--- config.mk ---
export PLATFORM = sky130hd
export DESIGN_NAME = hcw_window
export DESIGN_NICKNAME = d
export VERILOG_FILES = /design/src/rtl/hcw_pkg.sv /design/src/rtl/hcw_seq.sv /design/src/rtl/hcw_regs.sv /design/src/rtl/hcw_window.sv
export SDC_FILE = /design/constraint.sdc
export NUM_CORES = 1
export LEC_CHECK = 0
export BUFFER_PORTS_ARGS = -buffer_cell sky130_fd_sc_hd__buf_4
export CELL_PAD_IN_SITES_DETAIL_PLACEMENT = 1
export CELL_PAD_IN_SITES_GLOBAL_PLACEMENT = 2
export CORE_MARGIN = 1.5
export CORE_UTILIZATION = 39
export DETAILED_ROUTE_END_ITERATION = 8
export GPL_TIMING_DRIVEN = 0
export PLACE_DENSITY_LB_ADDON = 0.1
export SLEW_MARGIN = 40
export SYNTH_ARGS = -nofsm -noshare
export SYNTH_HDL_FRONTEND = slang
export SYNTH_SLANG_ARGS = --single-unit
--- constraint.sdc ---
create_clock -name clk -period 5.1 [get_ports clk]
set_clock_uncertainty 0.2 [all_clocks]
set_input_delay 0.51 -clock clk [delete_from_list [all_inputs] [get_ports clk]]
set_output_delay 0.51 -clock clk [all_outputs]
set_load 0.02 [all_outputs]
--- src/rtl/hcw_pkg.sv ---
package hcw_pkg;
  typedef enum logic [1:0] {SQ_IDLE, SQ_ONE, SQ_TWO} seq_e;

  localparam logic [2:0] OFF_RD_TIM = 3'd0;
  localparam logic [2:0] OFF_WR_TIM = 3'd1;
  localparam logic [2:0] OFF_KEY    = 3'd2;
  localparam logic [2:0] OFF_CTRL   = 3'd3;
  localparam logic [2:0] OFF_VER    = 3'd5;
  localparam logic [2:0] OFF_MISC   = 3'd6;

  localparam int MISC_PF_BIT  = 6;
  localparam int MISC_SU_LSB  = 4;
  localparam int MISC_RDY_LSB = 1;
endpackage

--- src/rtl/hcw_seq.sv ---
module hcw_seq
  import hcw_pkg::*;
#(
  parameter int          OW         = 3,
  parameter int          DW         = 8,
  parameter logic [2:0]  ARM_OFF    = 3'd1,
  parameter logic [7:0]  UNLOCK_KEY = 8'h03,
  parameter logic [7:0]  LOCK_KEY   = 8'h83
) (
  input  logic          clk,
  input  logic          rst_n,
  input  logic          valid_i,
  input  logic          we_i,
  input  logic          wide_i,
  input  logic [OW-1:0] off_i,
  input  logic [DW-1:0] wdata_i,
  output logic          unlocked_o
);
  seq_e state_q, state_d;
  logic unl_q, unl_d;
  logic key_wr;

  assign key_wr = valid_i && we_i && !wide_i && (off_i == OW'(OFF_KEY));

  always_comb begin
    state_d = state_q;
    unl_d   = unl_q;
    if (valid_i) begin
      if (unl_q) begin
        state_d = SQ_IDLE;
        if (key_wr && wdata_i == DW'(LOCK_KEY)) unl_d = 1'b0;
      end else if (key_wr && wdata_i == DW'(UNLOCK_KEY) && state_q == SQ_TWO) begin
        unl_d   = 1'b1;
        state_d = SQ_IDLE;
      end else if (!we_i && wide_i && off_i == OW'(ARM_OFF)) begin
        state_d = (state_q == SQ_IDLE) ? SQ_ONE : SQ_TWO;
      end else begin
        state_d = SQ_IDLE;
      end
    end
  end

  always_ff @(posedge clk or negedge rst_n) begin
    if (!rst_n) begin
      state_q <= SQ_IDLE;
      unl_q   <= 1'b0;
    end else begin
      state_q <= state_d;
      unl_q   <= unl_d;
    end
  end

  assign unlocked_o = unl_q;

  p_unlock_r2: assert property (@(posedge clk) disable iff (!rst_n)
    (!unl_q && state_q == SQ_TWO && key_wr && wdata_i == DW'(UNLOCK_KEY)) |=> unlocked_o);

  p_relock_r5: assert property (@(posedge clk) disable iff (!rst_n)
    (unl_q && key_wr && wdata_i == DW'(LOCK_KEY)) |=> !unlocked_o);

  p_no_early_unlock_r3: assert property (@(posedge clk) disable iff (!rst_n)
    (!unl_q && state_q != SQ_TWO) |=> !unlocked_o);
endmodule

--- src/rtl/hcw_regs.sv ---
module hcw_regs
  import hcw_pkg::*;
#(
  parameter int         OW           = 3,
  parameter int         DW           = 8,
  parameter int         NUM_BANKS    = 2,
  parameter logic [7:0] BANKB_EN_KEY = 8'hC0,
  parameter logic [7:0] DUAL_MAP     = 8'h85
) (
  input  logic          clk,
  input  logic          rst_n,
  input  logic          unlocked_i,
  input  logic          valid_i,
  input  logic          we_i,
  input  logic [OW-1:0] off_i,
  input  logic [DW-1:0] wdata_i,
  output logic [DW-1:0] rdata_o,
  output logic [DW-1:0] drv0_rd_o,
  output logic [DW-1:0] drv0_wr_o,
  output logic [DW-1:0] drv1_rd_o,
  output logic [DW-1:0] drv1_wr_o,
  output logic [1:0]    setup_o,
  output logic [1:0]    rdy_o,
  output logic          prefetch_o
);
  localparam int BW = (NUM_BANKS > 1) ? $clog2(NUM_BANKS) : 1;

  logic [NUM_BANKS-1:0][DW-1:0] rt_q, rt_d, wt_q, wt_d;
  logic [DW-1:0] ctrl_q, ctrl_d, misc_q, misc_d;
  logic [BW-1:0] sel_q, sel_d, act_bank, d1_bank;
  logic          ben_q, ben_d;
  logic          cfg_wr;

  assign cfg_wr   = valid_i && we_i && unlocked_i;
  assign act_bank = ben_q ? sel_q : '0;
  assign d1_bank  = (ctrl_q == DW'(DUAL_MAP)) ? BW'(1) : '0;

  always_comb begin
    rt_d   = rt_q;
    wt_d   = wt_q;
    ctrl_d = ctrl_q;
    misc_d = misc_q;
    sel_d  = sel_q;
    ben_d  = ben_q;
    if (valid_i && we_i && !unlocked_i && off_i == OW'(OFF_CTRL) && wdata_i == DW'(BANKB_EN_KEY))
      ben_d = 1'b1;
    if (cfg_wr) begin
      for (int b = 0; b < NUM_BANKS; b++) begin
        if (act_bank == BW'(b)) begin
          if (off_i == OW'(OFF_RD_TIM)) rt_d[b] = wdata_i;
          if (off_i == OW'(OFF_WR_TIM)) wt_d[b] = wdata_i;
        end
      end
      if (off_i == OW'(OFF_CTRL)) ctrl_d = wdata_i;
      if (off_i == OW'(OFF_MISC)) begin
        if (wdata_i < DW'(NUM_BANKS)) sel_d  = BW'(wdata_i);
        else                          misc_d = wdata_i;
      end
    end
  end

  always_ff @(posedge clk or negedge rst_n) begin
    if (!rst_n) begin
      rt_q   <= '0;
      wt_q   <= '0;
      ctrl_q <= '0;
      misc_q <= '0;
      sel_q  <= '0;
      ben_q  <= 1'b0;
    end else begin
      rt_q   <= rt_d;
      wt_q   <= wt_d;
      ctrl_q <= ctrl_d;
      misc_q <= misc_d;
      sel_q  <= sel_d;
      ben_q  <= ben_d;
    end
  end

  always_comb begin
    rdata_o = '0;
    if (unlocked_i) begin
      case (off_i)
        OW'(OFF_RD_TIM): rdata_o = rt_q[act_bank];
        OW'(OFF_WR_TIM): rdata_o = wt_q[act_bank];
        OW'(OFF_CTRL):   rdata_o = ctrl_q;
        OW'(OFF_MISC):   rdata_o = misc_q;
        default:         rdata_o = '0;
      endcase
    end
  end

  assign drv0_rd_o  = rt_q[0];
  assign drv0_wr_o  = wt_q[0];
  assign drv1_rd_o  = rt_q[d1_bank];
  assign drv1_wr_o  = wt_q[d1_bank];
  assign prefetch_o = misc_q[MISC_PF_BIT];
  assign setup_o    = misc_q[MISC_SU_LSB +: 2];
  assign rdy_o      = misc_q[MISC_RDY_LSB +: 2];

  p_locked_stable_r4: assert property (@(posedge clk) disable iff (!rst_n)
    !unlocked_i |=> ($stable(rt_q) && $stable(wt_q) && $stable(ctrl_q) && $stable(misc_q) && $stable(sel_q)));

  p_bank_sel_r7: assert property (@(posedge clk) disable iff (!rst_n)
    (cfg_wr && off_i == OW'(OFF_MISC) && wdata_i == DW'(1)) |=> (sel_q == BW'(1) && $stable(misc_q)));

  p_bankb_sticky_r10: assert property (@(posedge clk) disable iff (!rst_n)
    ben_q |=> ben_q);
endmodule

--- src/rtl/hcw_window.sv ---
module hcw_window
  import hcw_pkg::*;
#(
  parameter int         OW           = 3,
  parameter int         DW           = 8,
  parameter int         NUM_BANKS    = 2,
  parameter logic [2:0] ARM_OFF      = 3'd1,
  parameter logic [7:0] UNLOCK_KEY   = 8'h03,
  parameter logic [7:0] LOCK_KEY     = 8'h83,
  parameter logic [7:0] BANKB_EN_KEY = 8'hC0,
  parameter logic [7:0] DUAL_MAP     = 8'h85
) (
  input  logic          clk,
  input  logic          rst_n,
  input  logic          acc_valid,
  input  logic          acc_we,
  input  logic          acc_wide,
  input  logic [OW-1:0] acc_off,
  input  logic [DW-1:0] acc_wdata,
  output logic [DW-1:0] acc_rdata,
  output logic          taskfile_stb,
  output logic          cfg_unlocked,
  output logic [DW-1:0] drv0_rd_tim,
  output logic [DW-1:0] drv0_wr_tim,
  output logic [DW-1:0] drv1_rd_tim,
  output logic [DW-1:0] drv1_wr_tim,
  output logic [1:0]    cfg_setup,
  output logic [1:0]    cfg_rdy_dly,
  output logic          cfg_prefetch
);
  logic unl;

  hcw_seq #(.OW(OW), .DW(DW), .ARM_OFF(ARM_OFF), .UNLOCK_KEY(UNLOCK_KEY), .LOCK_KEY(LOCK_KEY)) u_seq (
    .clk(clk), .rst_n(rst_n), .valid_i(acc_valid), .we_i(acc_we), .wide_i(acc_wide),
    .off_i(acc_off), .wdata_i(acc_wdata), .unlocked_o(unl)
  );

  hcw_regs #(.OW(OW), .DW(DW), .NUM_BANKS(NUM_BANKS), .BANKB_EN_KEY(BANKB_EN_KEY), .DUAL_MAP(DUAL_MAP)) u_regs (
    .clk(clk), .rst_n(rst_n), .unlocked_i(unl), .valid_i(acc_valid), .we_i(acc_we),
    .off_i(acc_off), .wdata_i(acc_wdata), .rdata_o(acc_rdata),
    .drv0_rd_o(drv0_rd_tim), .drv0_wr_o(drv0_wr_tim), .drv1_rd_o(drv1_rd_tim), .drv1_wr_o(drv1_wr_tim),
    .setup_o(cfg_setup), .rdy_o(cfg_rdy_dly), .prefetch_o(cfg_prefetch)
  );

  assign cfg_unlocked = unl;
  assign taskfile_stb = acc_valid && !unl;

  p_version_r9: assert property (@(posedge clk) disable iff (!rst_n)
    (cfg_unlocked && acc_valid && !acc_we && acc_off == OW'(OFF_VER)) |-> acc_rdata == '0);

  p_locked_rdata_r4: assert property (@(posedge clk) disable iff (!rst_n)
    !cfg_unlocked |-> acc_rdata == '0);
endmodule

Word level (Yosys, flattened, before mapping)
Index checks and enable logic that the tools add are counted.
- bits in registers: 53
- output and inout port bits: 47
- $lt $le $gt $ge: 3
- eq/ne operators: 9
- multiplexer cells: 19
- bitwise gates (word level): 2
- reduce and logical (&&, ||, !) cells: 25
- operators by type and width (kind ; count):
    8-bit two-way mux ; 9
    8-bit case mux with 4 select lines ; 1
    8-bit equality test (second input constant) ; 3
    3-bit AND reduction ; 6
    1-bit logical AND ; 13
    8-bit by 2-bit equality test with 1-bit output (second input constant) ; 1
    8-bit by 2-bit < comparator with 1-bit output (second input constant) ; 1
    2-bit two-way mux ; 4
    3-bit by 2-bit equality test with 1-bit output (second input constant) ; 2
    1-bit two-way mux ; 5
    1-bit by 2-bit < comparator with 1-bit output (second input constant) ; 2
    3-bit by 1-bit equality test with 1-bit output (second input constant) ; 1
    3-bit equality test (second input constant) ; 1
    1-bit zero test ; 3
    3-bit zero test ; 1
    2-bit equality test (second input constant) ; 1
    2-bit zero test ; 1
    1-bit inverter ; 2
    2-bit AND reduction ; 1

Depth between registers and ports, before layout
- word-level depth: 7
- depth in mapped cells: 5
- gate-level depth less buffers: 4

Hierarchy
Synthesis repeated with hierarchy kept, for this count alone.
- cell total of the unflattened synthesis: 245
- area total of the unflattened synthesis: 3036.7 um^2
- modules (own cells, without submodules) (module ; instances ; cells an instance ; area an instance (um^2)):
    hcw_regs ; 1 ; 223 ; 2807.7
    hcw_seq ; 1 ; 21 ; 215.2
    hcw_window ; 1 ; 1 ; 13.8

Worst setup path before layout
No wires, ideal clock.
- kind: in2out
- from: input port acc_off[2]
- to: output port acc_rdata[6]
- arrival: 1531 ps
- data required time: 4390 ps
- path slack: 2859 ps
- stages on the path: 3
- cells stage by stage: nor3_1 -> a222oi_1 -> nor2_1
- cells in the longest elaborated chain, start to end: 3
- elaborated cells between the ends (all ways): 6
- those cells by class: eq/ne (3); mux (2); reduce/logical (1)
- RTL lines (item ; line ; text):
    start: declaration ; hcw_window.sv:18 ; input logic [OW-1:0] acc_off,
    3-bit equality test, or another cell as far along ; hcw_regs.sv:83 ; case (off_i)
    8-bit case mux with 4 select lines * ; hcw_regs.sv:83 ;
    8-bit two-way mux * ; hcw_regs.sv:82 ; if (unlocked_i) begin
    end: declaration ; hcw_window.sv:20 ; output logic [DW-1:0] acc_rdata,
Mark *: on every way between the ends. The rest lies on a longest branch, timed or not.

Final worst setup path
- from: register u_regs.ctrl_q[1]
- to: output port drv1_rd_tim[1]
- cells in the longest elaborated chain, start to end: 4
- RTL lines (item ; line ; text):
    start: declaration ; hcw_regs.sv:29 ; logic [DW-1:0] ctrl_q, ctrl_d, misc_q, misc_d;
    start signal: assignment ; hcw_regs.sv:73 ; ctrl_q <= ctrl_d;
    8-bit equality test ; hcw_regs.sv:36 ; assign d1_bank = (ctrl_q == DW'(DUAL_MAP)) ? BW'(1) : '0;
    1-bit two-way mux ; hcw_regs.sv:36 ;
    8-bit two-way mux (not written as such) (2 in series) ; hcw_regs.sv:95 ; assign drv1_rd_o = rt_q[d1_bank];
    end: declaration ; hcw_window.sv:25 ; output logic [DW-1:0] drv1_rd_tim,
No other way between the ends. The select of a mux whose other input is x is not followed.

==> impl_metrics.json <==
{
  "status": "completed",
  "drt_iter0_drc": 132,
  "grt_pass1_vias": 2268,
  "wirelength_mm": 7.94,
  "start_kind": "register",
  "io_buffers": 62,
  "worst_ep_required_time_ns": 4.39,
  "ys_warn_count": 0,
  "dp_cells": 397,
  "route.vias.total": 2175,
  "cts.path.max_buffers": 2,
  "core-area_um2": 7330,
  "syn_inst": 236,
  "first_pass_iters": 6,
  "maxCapViolCount": 0,
  "initial_utilization_pct": 40.9,
  "max_slew_margin_pct": 49.7,
  "area_growth_pct": 22.7,
  "yosysTopAreaCell": "dfrtp_1",
  "syn_area_per_cell_um2": 12.7,
  "synthArstFlopShare_pct": 100,
  "layout.nets": 321,
  "power_mw": 0.710,
  "post_drt_wl_per_cell_um": 19.6,
  "cts_tree": "done",
  "final_antenna_net_count": 0,
  "viasPerCell": 5.37,
  "dieArea_um2": 8220,
  "root_buffer": "clkbuf_8",
  "p_per_area_nw_per_um2": 193,
  "cts-resized-gates": 0,
  "leakage_nw": 1.89,
  "drive_above_1_share_pct": 59.5,
  "rsz0062_at_grt": "false",
  "critPathMaxFanout": 10,
  "rows": 31,
  "vdd_ir_drop_max_mv": 0.114,
  "ios": 63,
  "cts.clk_slew.worst_paths_ns": 0.10,
  "gp_congestion": 0.762,
  "clkSinkCount": 53,
  "arrival_ns": 2.15,
  "cts_max_level": 2,
  "clk_latency_ns": 0.30,
  "worstSetupPathType": "reg2out",
  "fin_crit_sh_pct": 56.1,
  "synth-edff-count": 0,
  "hold_viol": 0,
  "postCtsSetupBuffers": 0,
  "hold_class": "in2async",
  "synth.area.top_cells": "dfrtp_1 (44%), mux2_2 (26%), buf_4 (5.3%)",
  "hpwl_mm": 5.61,
  "syn_nets": 252,
  "diodes": 0,
  "pre_cts_ws_ns": 2.41,
  "regArea_um2": 1330,
  "synth_top_flop_cell": "dfrtp_1",
  "ys_types": 36,
  "placed_area_um2": 3590,
  "multi_input_area_um2": 1470,
  "min_period_ns": 2.86,
  "fp.dieW_um": 90.7,
  "setup_tns_ns": 0,
  "grt_pass1_wl_mm": 12.7,
  "dieHeight_um": 90.7,
  "endpoint_kind": "output pin",
  "grt_use_total_pct": 20.2,
  "synth.cell_area_um2": 3000,
  "cts_hold_buf": 0,
  "cts_buffers": 5,
  "fillers": 783,
  "grt_max_degree": 54,
  "fin_area_um2": 3680,
  "slew_violations": 0,
  "overflow": 0,
  "fin_ws_ns": 2.24,
  "setup_viol": 0,
  "yosysTopAreaCellShare_pct": 44.3,
  "grt_antenna_before_repair": 0,
  "tightest_slew_ns": 0.752,
  "yosysSeqAreaShare_pct": 44.3,
  "synth-seq-cells": 53,
  "drc_errors": 0,
  "fmax_mhz": 349,
  "fin_cells": 405
}
critical path, cell delays in order, from the launching register on:
cell and delay [ns]:
dfrtp_1 0.41, nor4bb_1 0.30, nand2_1 0.31, buf_2 0.32
mux2_2 0.33, buf_4 0.16
routing by layer:
layer / up-vias / global-route usage (%) / part of all wire, %
met4: 0 / 4.63 / 0.91
met3: 6 / 3.70 / 4.8
met1: 1104 / 26.8 / 45
li1: 999 / - / -
met5: - / 0 / 0
met2: 66 / 34.0 / 50
cell type report:
| type | count | area share [%] |
|---|---|---|
| Multi-Input combinational cell | 153 | 39.9 |
| Clock inverter | 2 | 0.374 |
| Clock buffer | 6 | 1.97 |
| Timing Repair Buffer | 62 | 12.7 |
| Inverter | 4 | 0.408 |
| Sequential cell | 53 | 36.1 |
| Tap cell | 99 | 3.37 |
| Buffer | 26 | 5.24 |
cell families (layout without fill, tap and decap cells):
| logic type | after synthesis | after routing | synth area share (%) |
|---|---|---|---|
| DFF | 53 | 53 | 44.3 |
| and+or+nand+nor | 47 | 47 | 10.3 |
| muxes | 79 | 79 | 30.6 |
| AOI/OAI and AO/OA | 26 | 26 | 7.64 |
| buffers and inverters | 30 | 100 | 6.93 |
| xor gates and xnor gates | 1 | 1 | 0.292 |
cells in the final DEF, fill, tap and decap left out, types with 2 or more instances in the layout:
| cell type | n |
|---|---|
| a22o_1 | 8 |
| nor2_4 | 2 |
| buf_2 | 4 |
| inv_1 | 4 |
| nand2b_1 | 2 |
| nor2b_1 | 3 |
| nor2_1 | 14 |
| and4b_1 | 2 |
| nand4b_1 | 3 |
| o21ai_0 | 4 |
| nor3_1 | 3 |
| mux2_1 | 2 |
| clkbuf_8 | 5 |
| mux2_2 | 70 |
| nand2_1 | 5 |
| mux2_4 | 7 |
| a21oi_4 | 2 |
| a21oi_1 | 2 |
| a222oi_1 | 8 |
| buf_4 | 83 |
| dfrtp_1 | 53 |
power breakdown:
group	switching [mW]	internal [mW]
sequential	0.000500	0.420
combinational	0.0336	0.0143
clock	0.143	0.0983
cell usage after synthesis, types with 2 or more instances:
master	number
mux2_2	70
dfrtp_1	53
buf_4	21
nor2_1	14
a222oi_1	8
a22o_1	8
mux2_4	7
nand2_1	5
buf_2	4
inv_1	4
nor3_1	4
o21ai_0	4
nand4b_1	3
nor2b_1	3
a21oi_1	2
a21oi_4	2
and4b_1	2
mux2_1	2
nand2b_1	2
nor2_4	2
sequential cells by signal, indices dropped and copies added (netlist names):
signal / flops
u_regs.ben_q: 1
u_regs.misc_q: 8
u_regs.drv0_wr_o: 8
u_seq.unlocked_o: 1
u_seq.state_q: 2
u_regs.wt_q: 8
u_regs.rt_q: 8
u_regs.sel_q: 1
u_regs.ctrl_q: 8
u_regs.drv0_rd_o: 8
metrics by stage:
| stage | hold slack (ns) | utilization [%] |
|---|---|---|
| 6_report | 0.0352 | 50.2 |
| 5_1_grt | 0.0773 | 50.2 |
| 4_1_cts | 0.0595 | 50.2 |
| 3_5_place_dp | 0.304 | 49.0 |
| 3_3_place_gp | 0.290 | 48.9 |
| 2_1_floorplan | 0.0144 | - |
path summary, 6_finish.rpt:
check / slack, ns / end / start / cells after the start
setup / recovery: 2.24 / drv1_rd_tim[1] / u_regs.ctrl_q[1] / 5
hold / removal: 0.04 / u_seq.state_q[0] / rst_n / 1
setup reg to reg: 3.13 / u_regs.drv0_wr_o[0] / u_seq.unlocked_o / 4
hold reg to reg: 0.32 / u_regs.wt_q[9] / u_regs.wt_q[9] / 1
max in group asynchronous: 4.21 / u_regs.rt_q[12] / rst_n / 1
min in group clk: 0.22 / u_seq.state_q[1] / acc_valid / 2
No activity file was read; power rests on OpenSTA's default activity.
